`src/rtl/dkc_pkg.sv`:
```
package dkc_pkg;
  localparam int WORD_W    = 16;
  localparam int REG_COUNT = 17;
  localparam int SEL_W     = 5;

  localparam logic [SEL_W-1:0] SEL_CTRL   = 5'd0;
  localparam logic [SEL_W-1:0] SEL_DSTAT  = 5'd1;
  localparam logic [SEL_W-1:0] SEL_ATTN   = 5'd2;
  localparam logic [SEL_W-1:0] SEL_WCNT   = 5'd3;
  localparam logic [SEL_W-1:0] SEL_BADDR  = 5'd4;
  localparam logic [SEL_W-1:0] SEL_SECTRK = 5'd5;
  localparam logic [SEL_W-1:0] SEL_CYL    = 5'd6;
  localparam logic [SEL_W-1:0] SEL_LAST   = SEL_W'(REG_COUNT - 1);

  // control word bit positions
  localparam int CB_GO  = 0;
  localparam int CB_FNL = 1;
  localparam int CB_FNH = 5;
  localparam int CB_IE  = 6;
  localparam int CB_RDY = 7;
  localparam int CB_A16 = 8;
  localparam int CB_A17 = 9;
  localparam int CB_TRE = 14;

  localparam logic [WORD_W-1:0] CTRL_FORCE  = 16'h0080;
  localparam logic [WORD_W-1:0] DSTAT_FORCE = 16'h11C0;
  localparam logic [WORD_W-1:0] GO_CLEAR    = 16'h403F;

  typedef enum logic [1:0] {FK_OTHER, FK_NOOP, FK_XFER} fn_kind_e;
endpackage

```
`src/rtl/dkc_func_decode.sv`:
```
module dkc_func_decode
  import dkc_pkg::*;
#(
  parameter int XFER_MIN_FIELD = 20
) (
  input  logic [4:0] fn_field,
  output fn_kind_e   kind
);
  localparam logic [4:0] XFER_MIN = 5'(XFER_MIN_FIELD);

  always_comb begin
    kind = FK_OTHER;
    if (fn_field >= XFER_MIN) begin
      kind = FK_XFER;
    end else begin
      case (fn_field)
        5'd3, 5'd5, 5'd7, 5'd8, 5'd9: kind = FK_NOOP;
        default:                      kind = FK_OTHER;
      endcase
    end
  end
endmodule

```
`src/rtl/dkc_offset_calc.sv`:
```
module dkc_offset_calc #(
  parameter int SECTORS      = 22,
  parameter int TRACKS       = 19,
  parameter int SECTOR_BYTES = 512,
  parameter int CYL_W        = 10,
  parameter int TRK_W        = 5,
  parameter int SEC_W        = 5,
  parameter int OFS_W        = 32
) (
  input  logic             clk,
  input  logic             rst_n,
  input  logic             start_in,
  input  logic [CYL_W-1:0] cyl,
  input  logic [TRK_W-1:0] trk,
  input  logic [SEC_W-1:0] sec,
  output logic             start_q,
  output logic [OFS_W-1:0] offset_q
);
  localparam int SHIFT = $clog2(SECTOR_BYTES);
  localparam logic [OFS_W-1:0] TRK_K = OFS_W'(TRACKS);
  localparam logic [OFS_W-1:0] SEC_K = OFS_W'(SECTORS);

  logic [OFS_W-1:0] lin_sector;

  always_comb begin
    lin_sector = (OFS_W'(cyl) * TRK_K + OFS_W'(trk)) * SEC_K + OFS_W'(sec);
  end

  always_ff @(posedge clk) begin
    if (!rst_n) begin
      start_q  <= 1'b0;
      offset_q <= '0;
    end else begin
      start_q <= start_in;
      if (start_in) offset_q <= lin_sector << SHIFT;
    end
  end
endmodule

```
`src/rtl/dkc_read_view.sv`:
```
module dkc_read_view
  import dkc_pkg::*;
(
  input  logic [SEL_W-1:0]  sel,
  input  logic [WORD_W-1:0] regs [REG_COUNT],
  output logic [WORD_W-1:0] rd_data
);
  always_comb begin
    rd_data = '0;
    if (sel <= SEL_LAST) rd_data = regs[sel];
    if (sel == SEL_CTRL)  rd_data = rd_data | CTRL_FORCE;
    if (sel == SEL_DSTAT) rd_data = rd_data | DSTAT_FORCE;
  end
endmodule

```
`src/rtl/dkc_regs.sv`:
```
module dkc_regs
  import dkc_pkg::*;
#(
  parameter int          SECTORS      = 22,
  parameter int          TRACKS       = 19,
  parameter int          SECTOR_BYTES = 512,
  parameter int          CYL_W        = 10,
  parameter int          OFS_W        = 32,
  parameter logic [2:0]  IRQ_LEVEL    = 3'd5,
  parameter logic [8:0]  IRQ_VECTOR   = 9'o254
) (
  input  logic              clk,
  input  logic              rst_n,
  input  logic              wr_en,
  input  logic [SEL_W-1:0]  reg_sel,
  input  logic [WORD_W-1:0] wr_data,
  output logic [WORD_W-1:0] rd_data,
  input  logic              xfer_done,
  output logic              xfer_start,
  output logic [OFS_W-1:0]  byte_offset,
  output logic [17:0]       dma_addr,
  output logic              irq_req,
  output logic [2:0]        irq_level,
  output logic [8:0]        irq_vector
);
  localparam int TRK_W = $clog2(TRACKS);
  localparam int SEC_W = $clog2(SECTORS);

  logic [WORD_W-1:0] regs_q [REG_COUNT];
  logic [WORD_W-1:0] regs_d [REG_COUNT];
  logic              irq_q;
  logic              fire_irq;
  logic              start_d;
  logic              wr_ctrl;
  fn_kind_e          kind;

  assign wr_ctrl = wr_en && (reg_sel == SEL_CTRL);

  dkc_func_decode u_dec (
    .fn_field (wr_data[CB_FNH:CB_FNL]),
    .kind     (kind)
  );

  always_comb begin
    for (int i = 0; i < REG_COUNT; i++) regs_d[i] = regs_q[i];
    fire_irq = 1'b0;
    start_d  = 1'b0;
    if (wr_en && reg_sel <= SEL_LAST) regs_d[reg_sel] = wr_data;
    if (wr_ctrl) begin
      if (wr_data[CB_RDY]) regs_d[SEL_ATTN] = 16'd1;
      if (wr_data[CB_GO]) begin
        regs_d[SEL_CTRL] = wr_data & ~GO_CLEAR;
        if (kind == FK_NOOP) begin
          regs_d[SEL_CTRL][CB_RDY] = 1'b1;
          fire_irq = wr_data[CB_IE];
        end else if (kind == FK_XFER) begin
          start_d = 1'b1;
        end
      end
    end
    if (xfer_done) begin
      regs_d[SEL_WCNT] = '0;
      regs_d[SEL_CTRL][CB_RDY] = 1'b1;
      if (regs_d[SEL_CTRL][CB_IE]) fire_irq = 1'b1;
    end
  end

  always_ff @(posedge clk) begin
    if (!rst_n) begin
      for (int i = 0; i < REG_COUNT; i++) regs_q[i] <= '0;
      irq_q <= 1'b0;
    end else begin
      for (int i = 0; i < REG_COUNT; i++) regs_q[i] <= regs_d[i];
      irq_q <= fire_irq;
    end
  end

  dkc_offset_calc #(
    .SECTORS      (SECTORS),
    .TRACKS       (TRACKS),
    .SECTOR_BYTES (SECTOR_BYTES),
    .CYL_W        (CYL_W),
    .TRK_W        (TRK_W),
    .SEC_W        (SEC_W),
    .OFS_W        (OFS_W)
  ) u_ofs (
    .clk      (clk),
    .rst_n    (rst_n),
    .start_in (start_d),
    .cyl      (regs_q[SEL_CYL][CYL_W-1:0]),
    .trk      (regs_q[SEL_SECTRK][8+TRK_W-1:8]),
    .sec      (regs_q[SEL_SECTRK][SEC_W-1:0]),
    .start_q  (xfer_start),
    .offset_q (byte_offset)
  );

  dkc_read_view u_rd (
    .sel     (reg_sel),
    .regs    (regs_q),
    .rd_data (rd_data)
  );

  assign dma_addr   = {regs_q[SEL_CTRL][CB_A17], regs_q[SEL_CTRL][CB_A16], regs_q[SEL_BADDR]};
  assign irq_req    = irq_q;
  assign irq_level  = IRQ_LEVEL;
  assign irq_vector = IRQ_VECTOR;

  // a control write carrying ready leaves attention at 1
  a_r4_attention_set: assert property (@(posedge clk) disable iff (!rst_n)
    $past(wr_ctrl && wr_data[CB_RDY]) |-> regs_q[SEL_ATTN] == 16'd1);

  // after a GO write no GO, function or transfer-error bit remains
  a_r5_go_clears: assert property (@(posedge clk) disable iff (!rst_n)
    $past(wr_ctrl && wr_data[CB_GO]) |->
      (!regs_q[SEL_CTRL][CB_GO] && !regs_q[SEL_CTRL][CB_TRE] &&
       regs_q[SEL_CTRL][CB_FNH:CB_FNL] == 5'd0));

  // completion zeroes the word count and leaves ready set
  a_r8_done_clears_count: assert property (@(posedge clk) disable iff (!rst_n)
    $past(xfer_done && !(wr_en && reg_sel == SEL_WCNT)) |->
      (regs_q[SEL_WCNT] == '0 && regs_q[SEL_CTRL][CB_RDY]));

  // a request needs a cause seen with interrupt enable set
  a_r10_irq_needs_enable: assert property (@(posedge clk) disable iff (!rst_n)
    irq_req |-> $past((wr_ctrl && wr_data[CB_GO] && wr_data[CB_IE]) ||
                      (xfer_done && (regs_q[SEL_CTRL][CB_IE] || (wr_ctrl && wr_data[CB_IE])))));

  // a transfer start never comes with an interrupt from the same write
  a_r7_start_without_irq: assert property (@(posedge clk) disable iff (!rst_n)
    (xfer_start && !$past(xfer_done)) |-> !irq_req);
endmodule

```
`config.mk`:
```
export PLATFORM = sky130hd
export DESIGN_NAME = dkc_regs
export DESIGN_NICKNAME = d
export VERILOG_FILES = /design/src/rtl/dkc_pkg.sv /design/src/rtl/dkc_func_decode.sv /design/src/rtl/dkc_offset_calc.sv /design/src/rtl/dkc_read_view.sv /design/src/rtl/dkc_regs.sv
export SDC_FILE = /design/constraint.sdc
export NUM_CORES = 1
export LEC_CHECK = 0
export BUFFER_PORTS_ARGS = -buffer_cell sky130_fd_sc_hd__buf_2
export CORE_AREA = 2 2 201 203
export CTS_CLUSTER_SIZE = 24
export DETAILED_ROUTE_END_ITERATION = 10
export DIE_AREA = 0 0 203 205
export REMOVE_ABC_BUFFERS = 1
export SYNTH_ARGS = -nofsm -noshare
export SYNTH_HDL_FRONTEND = slang
export SYNTH_SLANG_ARGS = --single-unit
```
`constraint.sdc`:
```
create_clock -name clk -period 7.7 [get_ports clk]
set_input_delay 1.155 -clock clk [delete_from_list [all_inputs] [get_ports clk]]
set_output_delay 1.155 -clock clk [all_outputs]
set_load 0.005 [all_outputs]
```
# After elaboration in Yosys (flattened, before gate mapping)
# Cells that the tools add are included.
[totals] register_bits=297 output_inout_bits=80 in_bits=25 elab_cells=71
[classes] bitwise=2 mul=2 n_lt_le_gt_ge=4 n_reduce_logical=6 eq_ne=8 n_addsub=2 mux=27
[ops] cell="$bwmux 272" count=1
[ops] cell="$mux 272" count=1
[ops] cell="$mux 16" count=8
[ops] cell="$bmux 16 s5" count=1
[ops] cell="$demux 16 s5" count=1
[ops] cell="$mul 32x4->22 const B" count=1
[ops] cell="$add 23x5->23" count=1
[ops] cell="$add 15x5->16" count=1
[ops] cell="$mul 10x5->15 const B" count=1
[ops] cell="$mux 13" count=1
[ops] cell="$mux 1" count=12
[ops] cell="$eq 5x3->1 const B" count=2
[ops] cell="$eq 5x4->1 const B" count=2
[ops] cell="$mux 8" count=1
[ops] cell="$ge 6x6->1 const B" count=1
[ops] cell="$lt 6x1->1 const B" count=1
[ops] cell="$not 5->6" count=1
[ops] cell="$eq 5x1->1 const B" count=1
[ops] cell="$eq 5x2->1 const B" count=1
[ops] cell="$ge 5x5->1 const B" count=1
[ops] cell="$le 5x5->1 const B" count=1
[ops] cell="$logic_not 5->1" count=1
[ops] cell="$reduce_or 5->1" count=1
[ops] cell="$logic_and 1x1->1" count=3
[ops] cell="other kinds (5)" count=5

# Logic depth before layout (Yosys ltp)
[depth] word_depth=11 ltp_mapped=28 depth_no_buf=28

# Modules after synthesis
# Synthesis repeated with hierarchy kept, for this count alone.
[unflattened] cells_unflattened=1966 hier_area_um2=17304.1
[modules_own_cells] module="dkc_regs" seq_area_each_um2=5465.2 instances=1 cells_each=1333 area_each_um2=11357.1
[modules_own_cells] module="dkc_offset_calc" seq_area_each_um2=440.4 instances=1 cells_each=448 area_each_um2=3707.3
[modules_own_cells] module="dkc_read_view" seq_area_each_um2=0.0 instances=1 cells_each=180 area_each_um2=2209.6
[modules_own_cells] module="dkc_func_decode" seq_area_each_um2=0.0 instances=1 cells_each=5 area_each_um2=30.0

# Worst setup path after synthesis
# Ideal clock, no wire load.
[synth_path] kind="register to register" startpoint="register regs_q[163] (netlist bit)" endpoint="register u_ofs.offset_q[28]" path_slack_ns=1.449 t_required_ns=7.585 setup_ns=0.115 period_less_slack_ns=6.251 stages_incl_launch_ff=29 n_path_buf=0 arrival_ns=6.135 cell_sequence="dfxtp_1 inv_1 fa_1 inv_1 ha_1 ha_1 ha_1 a21oi_1 o21bai_1 a211o_1 a31oi_1 nor2b_1 o21ai_0 nor2b_1 xnor2_1 ha_1 inv_1 fa_1 inv_1 ha_1 a21oi_1 o21ai_0 inv_1 a21oi_1 or4_1 o211ai_1 nand3_1 or4b_1 and3_1"
[synth_via] elab_chain_cells=4
[synth_rtl] item="start, declared" line_no="dkc_regs.sv:29" text="logic [WORD_W-1:0] regs_q [REG_COUNT];"
[synth_rtl] item="$mul 10x5->15" line_no="dkc_offset_calc.sv:26" text="lin_sector = (OFS_W'(cyl) * TRK_K + OFS_W'(trk)) * SEC_K + OFS_W'(sec);"
[synth_rtl] item="$add 15x5->16" line_no="dkc_offset_calc.sv:26"
[synth_rtl] item="$mul 32x4->22" line_no="dkc_offset_calc.sv:26"
[synth_rtl] item="$add 23x5->23" line_no="dkc_offset_calc.sv:26"
[synth_rtl] item="end signal, assigned" line_no="dkc_offset_calc.sv:35" text="if (start_in) offset_q <= lin_sector << SHIFT;"
[synth_rtl] item="end, declared" line_no="dkc_offset_calc.sv:17" text="output logic [OFS_W-1:0] offset_q"
# Every way passes these cells.
# A chain may end at the register's enable or synchronous reset.

# Final worst setup path
# Same ends and word-level chain as after synthesis.

==> reports/summary.txt <==
CP startpoint - regs_q[163]$_SDFFE_PN0P_
Filler cell count - 3913
Met2 WL - 21.4 mm
Worst r2r dst - u_ofs.offset_q[28]$_SDFFE_PN0P_
Sw Share - 24.3%
Net Sw Power - 0.811 mW
Pleak - 6.49 nW
Outcome - completed
CTS Buffer Depth - 3
Internal - 2.53 mW
Yosys warns - 0
Max Freq - 0.148 GHz
Post-route minimum period - 6.74 ns
Unrepaired setup endpoints after global routing - false
Worst r2r path cells - 28
Core Area - 39400 um^2
Hold-fix buffer count after cts - 0
Top sig layer - met5
Final Max Slew Viols - 0
Total CTS buffers - 35
Gate Count Post-Synth - 1892
# IOs - 105
Data arrival, critical path - 7.15 ns
Post-CTS Setup Repair Bufs - 0
Critical Path Max Stage Delay - 0.54 ns
Sequential-to-total area share from yosys stat - 37.5%
Post-synth EDFFs - 0
Post-synthesis register bit count - 293
CTS tree - yes
Die Ht - 205 um
Cell Count, Final, Fillers Out - 2431
Synth Flop Type - dfxtp_1
Worst slew pin tran - 0.960 ns
Vias in the first global route - 12521
GPL Wtd Cong - 0.797
Final setup violating endpoints - 0
Horiz. Die Dim - 203 um
FFs w/ async S/R, synth - 0%
Worst Skew - 0.0132 ns
First-pass GRT wire length - 70.4 mm
Post_cts resized - 0
Pwr per Cell Area - 193 nW/um^2
Synth cell types - 57
Max VDD drop - 0.000103 V
Clock power share - 48.2%
Antenna Violating Nets Remaining - 0
Mapped cell area - 15700 um^2
DRC Markers - 0
Starting Density - 39.8%
Worst Setup EP - u_ofs.offset_q[28]$_SDFFE_PN0P_
Largest net degree at the start of global routing - 72
Worst r2r src - regs_q[163]$_SDFFE_PN0P_
Antenna violations before repair - 2
P&R area growth vs syn - 10.5%
Final worst path period share - 87.5%
Avg Inst Size Synth - 8.27 um^2
Hpwl dp - 29.7 mm
Setup crit end kind - flip-flop
Inst Count DP - 2370
Gate power share - 5.9%
Seq. cell area - 5870 um^2
Multi-input gate area - 8650 um^2
Worst-path fanout max - 5
Max-cap violations - 0
R2R setup slack - 0.96 ns
Total track usage - 21.6%
Later-pin clock latency in the skew report - 0.55 ns
Clk sinks - 293
Metal-1 WL - 19.9 mm
Layout cell share with drive strength beyond 1 - 13.0%
Setup_tns - 0 ns
CP startpoint kind - flip-flop
Seq pwr share - 45.9%
Layout Nets - 1998
Worst rel slew slack - 36.0%
H-tree levels - 2
Met3 WL - 2.70 mm
Max stage delay cell, worst path - fa_1
Final wirelength - 45.1 mm
Drt pass-1 iters - 5
Port-buffer cells - 81
Hold crit path type - reg2reg
Root Driver - clkbuf_16
Via/cell ratio - 5.32
Critical path class - reg2reg
Pre-CTS setup slack - 0.968 ns
Worst Slack Setup Final - 0.965 ns
CP Data Required Time - 8.12 ns
GRT overflow - 0
Die ar. - 41600 um^2
Initial DRC count - 1019
Final Hold Fails - 0
Wire length per cell - 18.6 um
Via count - 12924
Core Rows - 73
Clock transition at the registers of the reported paths - 0.06 ns
placed cells by master, fill, tap and decap left out, types with 4 or more instances in the layout:
master and count:
a211o_1 4, a211oi_1 9, a21boi_0 57, a21o_1 5, a21oi_1 253, a31oi_1 4, and3_1 8, buf_2 79
buf_4 25, clkbuf_1 9, clkbuf_16 35, clkbuf_8 7, clkinv_2 4, conb_1 23, dfxtp_1 293, fa_1 24
ha_1 67, inv_1 116, mux4_2 79, nand2_1 591, nand2b_1 6, nand3_1 21, nand3b_1 8, nor2_1 41
nor2b_1 11, nor3_1 9, nor3_2 4, o21ai_0 24, o21bai_1 5, xnor2_1 20, xor2_1 16
cell type report:
class,instances,area share (%)
Multi-Input combinational cell,1331,50.0
Tap cell,525,3.80
Timing Repair Buffer,104,3.37
Antenna cell,1,0.0145
Sequential cell,293,33.9
Clock buffer,51,5.81
Clock inverter,9,0.557
Inverter,117,2.57
cell usage after synthesis, drive strengths merged, types with 2 or more instances:
library cell,instances,area (um^2)
a211o,4,35.0
nor2,42,158
o21a,3,22.5
and3,8,50.1
a2111oi,2,17.5
dfxtp,293,5870
o211ai,2,15.0
a21o,5,37.5
or2,2,12.5
and2,3,18.8
nor4b,2,23.8
nand2b,6,37.5
xor2,16,140
nor2b,11,68.8
nor4,2,18.8
mux4,79,1780
buf,54,357
or3,2,12.5
inv,117,439
nor3,13,65.1
nand2,591,2220
nand3,21,105
nand3b,8,60.1
clkbuf,118,443
o31ai,3,22.5
a31oi,4,25.0
conb,2,7.51
xnor2,21,191
or4,2,18.8
fa,24,480
o21ai,24,120
a21boi,57,428
ha,67,838
nand4b,2,17.5
o21bai,5,37.5
a21oi,254,1270
a211oi,9,67.6
how the worst min path moves through the flow:
stage / slack [ns] / start / endpoint / cells after the start
2_1_floorplan: 0.43 / regs_q[257]$_SDFF_PN0_ / regs_q[257]$_SDFF_PN0_ / 2
3_3_place_gp: 0.44 / u_ofs.offset_q[14]$_SDFFE_PN0P_ / u_ofs.offset_q[14]$_SDFFE_PN0P_ / 2
3_5_place_dp: 0.44 / regs_q[41]$_SDFFE_PN0P_ / regs_q[41]$_SDFFE_PN0P_ / 2
4_1_cts: 0.45 / regs_q[41]$_SDFFE_PN0P_ / regs_q[41]$_SDFFE_PN0P_ / 2
5_1_grt: 0.47 / regs_q[58]$_SDFFE_PN0P_ / regs_q[58]$_SDFFE_PN0P_ / 2
6_report: 0.45 / u_ofs.offset_q[11]$_SDFFE_PN0P_ / u_ofs.offset_q[11]$_SDFFE_PN0P_ / 2
state kept, by name, summed over array words and instances (netlist names):
signal,cells
dma_addr,18
irq_req,1
regs_q,252
u_ofs.offset_q,21
u_ofs.start_q,1
power by group through the flow:
stage          clock [mW]  sequential (mW)  combinational, mW
2_1_floorplan           0             1.56             0.0934
3_5_place_dp            0             1.57              0.196
5_1_grt              1.69             1.53              0.214
6_report             1.61             1.53              0.198
3_3_place_gp            0             1.56              0.194
4_1_cts              1.63             1.53              0.197
metrics by stage:
stage               area (um^2)  hold slack, ns  total power [mW]  util [%]
finish                    17300           0.450              3.34      44.0
global route              17300           0.469              3.44      44.0
CTS                       17300           0.451              3.36      44.0
detailed placement        16200           0.443              1.76      41.2
global placement          16200           0.436              1.76      41.2
floorplan                 14900           0.429              1.66         -
critical path: cells and delay by family, from the launching register on:
kind	cells	cell delay, ns
adders and majority gates	7	2.56
AOI/OAI and AO/OA	9	1.63
and+or+nand+nor	6	1.63
DFF	1	0.37
buffers and inverters	5	0.30
xor gates and xnor gates	1	0.12
routing by layer:
metal,vias to the layer above,GRT usage (%)
li1,6207,-
met1,6272,28.6
met2,367,35.8
met3,76,3.95
met4,2,6.91
met5,-,0
cells by family after synthesis:
| group | after synthesis | share of synthesized area [%] |
|---|---|---|
| XOR/XNOR | 37 | 2.12 |
| AND/OR/NAND/NOR | 719 | 18.6 |
| flip-flops | 293 | 37.5 |
| buffers and inverters | 289 | 7.91 |
| AO/OA/AOI/OAI | 381 | 14.0 |
| other | 2 | 0.0480 |
| multiplexers | 80 | 11.4 |
| adder cells (fa/ha/maj) | 91 | 8.42 |
(Power assumes the default switching activity.)
